**config.mk**
```make
export PLATFORM = sky130hd
export DESIGN_NAME = hier_cla_adder
export DESIGN_NICKNAME = d
export VERILOG_FILES = /design/src/rtl/cla_pkg.sv /design/src/rtl/cla_operand_cond.sv /design/src/rtl/cla_bit_terms.sv /design/src/rtl/cla_group.sv /design/src/rtl/hier_cla_adder.sv
export SDC_FILE = /design/constraint.sdc
export NUM_CORES = 1
export LEC_CHECK = 0
export ABC_AREA = 1
export BUFFER_PORTS_ARGS = -buffer_cell sky130_fd_sc_hd__buf_4
export CAP_MARGIN = 20
export CORE_UTILIZATION = 45
export DETAILED_ROUTE_END_ITERATION = 8
export PLACE_DENSITY_LB_ADDON = 0.12
export SYNTH_ARGS = -nofsm -noshare
export SYNTH_HDL_FRONTEND = slang
export SYNTH_SLANG_ARGS = --single-unit
```
**constraint.sdc**
```tcl
create_clock -name vclk -period 5.2
set_input_delay 0.26 -clock vclk [all_inputs]
set_output_delay 0.26 -clock vclk [all_outputs]
set_load 0.02 [all_outputs]
```
**src/rtl/cla_pkg.sv**
```systemverilog
package cla_pkg;

    localparam int unsigned DATA_W  = 16;
    localparam int unsigned GROUP_W = 4;

    // Per-bit look-ahead terms carried between stages
    typedef struct packed {
        logic gen;   // both operand bits set
        logic prop;  // at least one operand bit set
        logic half;  // operand bits differ
    } bit_terms_t;

    function automatic bit_terms_t make_terms(input logic a_bit, input logic b_bit);
        bit_terms_t t;
        t.gen  = a_bit & b_bit;
        t.prop = a_bit | b_bit;
        t.half = a_bit ^ b_bit;
        return t;
    endfunction

endpackage

```
**src/rtl/cla_operand_cond.sv**
```systemverilog
module cla_operand_cond #(
    parameter int unsigned W = 16
) (
    input  logic         sub_sel,
    input  logic [W-1:0] b_in,
    input  logic         cin_in,
    output logic [W-1:0] b_eff,
    output logic         c0
);
    // Subtraction: invert B and force the low carry
    assign b_eff = sub_sel ? ~b_in : b_in;
    assign c0    = sub_sel | cin_in;
    // when sub_sel is 0, c0 follows cin_in; when 1, it is forced to 1
endmodule

```
**src/rtl/cla_bit_terms.sv**
```systemverilog
module cla_bit_terms
    import cla_pkg::*;
#(
    parameter int unsigned W = 16
) (
    input  logic                 [W-1:0] a_in,
    input  logic                 [W-1:0] b_in,
    output bit_terms_t           [W-1:0] terms
);
    for (genvar k = 0; k < W; k++) begin : g_bit
        assign terms[k] = make_terms(a_in[k], b_in[k]);
    end
endmodule

```
**src/rtl/cla_group.sv**
```systemverilog
module cla_group
    import cla_pkg::*;
#(
    parameter int unsigned GW = 4
) (
    input  bit_terms_t [GW-1:0] terms,
    input  logic                c_in,
    output logic       [GW-1:0] sum,
    output logic                c_out
);
    // carry[i] enters bit i; carry[GW] leaves the group
    logic [GW:0] carry;
    assign carry[0] = c_in;

    for (genvar i = 0; i < GW; i++) begin : g_carry
        logic cy;
        always_comb begin
            logic prod;
            logic acc;
            acc = 1'b0;
            // one product per generating bit j, through propagates above it
            for (int j = 0; j <= i; j++) begin
                prod = terms[j].gen;
                for (int k = j + 1; k <= i; k++) begin
                    prod = prod & terms[k].prop;
                end
                acc = acc | prod;
            end
            // group carry-in through every propagate up to bit i
            prod = c_in;
            for (int k = 0; k <= i; k++) begin
                prod = prod & terms[k].prop;
            end
            cy = acc | prod;
        end
        assign carry[i+1] = cy;
    end

    for (genvar i = 0; i < GW; i++) begin : g_sum
        assign sum[i] = terms[i].half ^ carry[i];
    end

    assign c_out = carry[GW];
endmodule

```
**src/rtl/hier_cla_adder.sv**
```systemverilog
module hier_cla_adder #(
    parameter int unsigned DATA_W  = cla_pkg::DATA_W,
    parameter int unsigned GROUP_W = cla_pkg::GROUP_W
) (
    input  logic [DATA_W-1:0] op_a,
    input  logic [DATA_W-1:0] op_b,
    input  logic              carry_in,
    input  logic              sub_sel,
    output logic [DATA_W-1:0] result,
    output logic              carry_out
);
    localparam int unsigned NUM_GRP = DATA_W / GROUP_W;

    logic [DATA_W-1:0]              b_eff;
    logic                           c0;
    cla_pkg::bit_terms_t [DATA_W-1:0] terms;
    logic [NUM_GRP:0]               chain;
    logic [NUM_GRP-1:0]             grp_cout;

    cla_operand_cond #(.W(DATA_W)) cond_i (
        .sub_sel (sub_sel),
        .b_in    (op_b),
        .cin_in  (carry_in),
        .b_eff   (b_eff),
        .c0      (c0)
    );

    cla_bit_terms #(.W(DATA_W)) terms_i (
        .a_in  (op_a),
        .b_in  (b_eff),
        .terms (terms)
    );

    assign chain[0] = c0;

    for (genvar g = 0; g < NUM_GRP; g++) begin : g_grp
        cla_group #(.GW(GROUP_W)) grp_i (
            .terms (terms[g*GROUP_W +: GROUP_W]),
            .c_in  (chain[g]),
            .sum   (result[g*GROUP_W +: GROUP_W]),
            .c_out (chain[g+1])
        );
    end

    assign grp_cout  = chain[NUM_GRP:1];
    assign carry_out = chain[NUM_GRP];
endmodule

```
==> reports/qor.csv <==
metric,value,unit
p_sw,0.150,mW
die-area,2880,µm²
design.core.area,2500,µm²
worstHoldPathType,in2out,
post_cts.repair.setup_buffers,0,
most-common-layout-cells,"inv_1, buf_4, ha_1",
combPwrFrac,100.0,%
vias,1079,
final_max_slew_viol_count,0,
grt_setup_unrepaired,no,
grt_start_max_net_pins,18,
internal_power_of_the_cells,0.123,mW
count_of_distinct_cell_types_in_the_synthesized_netlist,21,
placed_cell_area,1600,µm²
synthTopCellsByArea,"ha_1, inv_1, xnor2_1",
postSynthNetCount,241,
routabilityCongestion,0.741,
timing_worst_slew_pin_value,0.331,ns
post_cts_resized,0,
initial_drt_markers,12,
ant_nets,0,
design.final.nets,292,
syn-mean-instance-area,7.02,µm²
floorplan.io_pins,51,
post_synth_inst_count,171,
portBuffers,51,
syn_area,1200,µm²
drt_first_pass_iters,4,
peakVddDrop,0.130,mV
outcome,finished clean,
globalRouteOverflowTotal,0,
final_min_period_over_clock_period,52.1,%
clock_buffer_count,0,
hpwl,2.01,mm
power.share.switching,55.0,%
route.final.wire_length,2.15,mm
numSequentialCells,0,
start_util,48.0,%
worstSetupPathType,in2out,
share_clk_of_total_power,0,%
timing.max_cap.violations,0,
final_cell_area,1600,µm²
fmax,0.369,GHz
seq_area,0,µm²
final_common_cell,inv_1,
synth_warnings,0,
final_layout_size_suffix_gt1_share,27.7,%
critPathRequiredTime,4.94,ns
timing.final.hold_violations,0,
power.static_leakage,0.987,nW
totalNegativeSetupSlack,0,ns
relSlewSlack,77.7,%
die_y,53.6,µm
global_router_s_overall_resource_usage,17.0,%
timing.critical_path.to_type,output pin,
placementRows,18,
report.final.setup_viol,0,
worst-endpoint-arrival,2.45,ns
finalCriticalPeriod,2.71,ns
n_antenna_cell,0,
avgRoutedWirePerCell,8.60,µm
seq_power_share,0,%
yosys.area.top_type,ha_1,
cts.hold.buffers_added,0,
grt_antenna_before_repair,0,
power_density,170,nW/µm²
synth.top_cell.area_share,33.4,%
number_of_remaining_drc_errors,0,
fill_cells,234,
die_x_extent,53.6,µm
start_kind,input port,
first_pass_grt_wire_length,3.84,mm
post_drt_via_cell_ratio,4.32,
synth_sequential_area_ratio,0,%
cp_max_fo,17,
grt_pass1_vias,1004,
synthToLayoutAreaGrowth,33.7,%
[power by group through the flow]
stage | clock network (mW) | registers (mW) | logic, mW
after floorplan | 0 | 0 | 0.175
after global placement | 0 | 0 | 0.269
after detailed placement | 0 | 0 | 0.275
after CTS | 0 | 0 | 0.276
after global routing | 0 | 0 | 0.305
final | 0 | 0 | 0.272
[cell type report]
class	count	area (µm²)	share of cell area, %
Multi-Input combinational cell	116	982	61.2
Timing Repair Buffer	51	383	23.9
Inverter	53	201	12.6
Tap cell	30	37.5	2.34
[per-layer routing]
metal  track usage [%]  routed length (µm)  up-vias
met1              21.3                1000      458
met5                 0                   0        -
met2              33.5                1030       30
met4                 0                   0        0
li1                  -                   -      591
met3             0.565                 115        0
[metrics by stage]
step	power (mW)	worst slack, ns	util, %	cells	hold WS [ns]
3_3_place_gp	0.269	2.54	64.2	250	0.917
2_1_floorplan	0.175	2.45	-	171	0.782
3_5_place_dp	0.275	2.46	64.2	250	0.911
6_report	0.272	2.49	64.2	250	0.909
4_1_cts	0.276	2.46	64.2	250	0.911
5_1_grt	0.305	2.18	64.2	250	0.931
[synthesized netlist by cell type (all sizes together)]
cell,number
a21oi,5
xnor2,17
inv,53
nand3,8
nor2,11
a31oi,1
ha,32
buf,2
o21bai,1
xor2,9
nand2,24
nor3,1
nand4,2
fa,4
o21ai,1
[cells by family after synthesis]
group	after synthesis	synth area share, %
AO/OA/AOI/OAI	8	3.65
XOR/XNOR	26	19.0
adder cells (fa/ha/maj)	36	40.0
buffers and inverters	55	18.1
AND/OR/NAND/NOR	46	19.2
[worst max-delay path, cell delays in order]
cell	delay [ns]
buf_4	0.27
xnor2_1	0.18
inv_1	0.10
ha_1	0.18
a21oi_1	0.21
nand3_2	0.11
nand3_2	0.08
nand2_2	0.07
nand3_2	0.08
nand2_1	0.06
nand4_2	0.08
nand2_2	0.07
nand2_1	0.09
fa_1	0.41
inv_1	0.06
buf_4	0.13
[path summary, 6_finish.rpt]
| path | startpoint | cells past startpoint | slack (ns) | to |
|---|---|---|---|---|
| worst min-delay path | op_a[0] | 3 | 0.91 | result[0] |
| worst max-delay path | sub_sel | 16 | 2.49 | result[12] |
(Power assumes the default switching activity.)
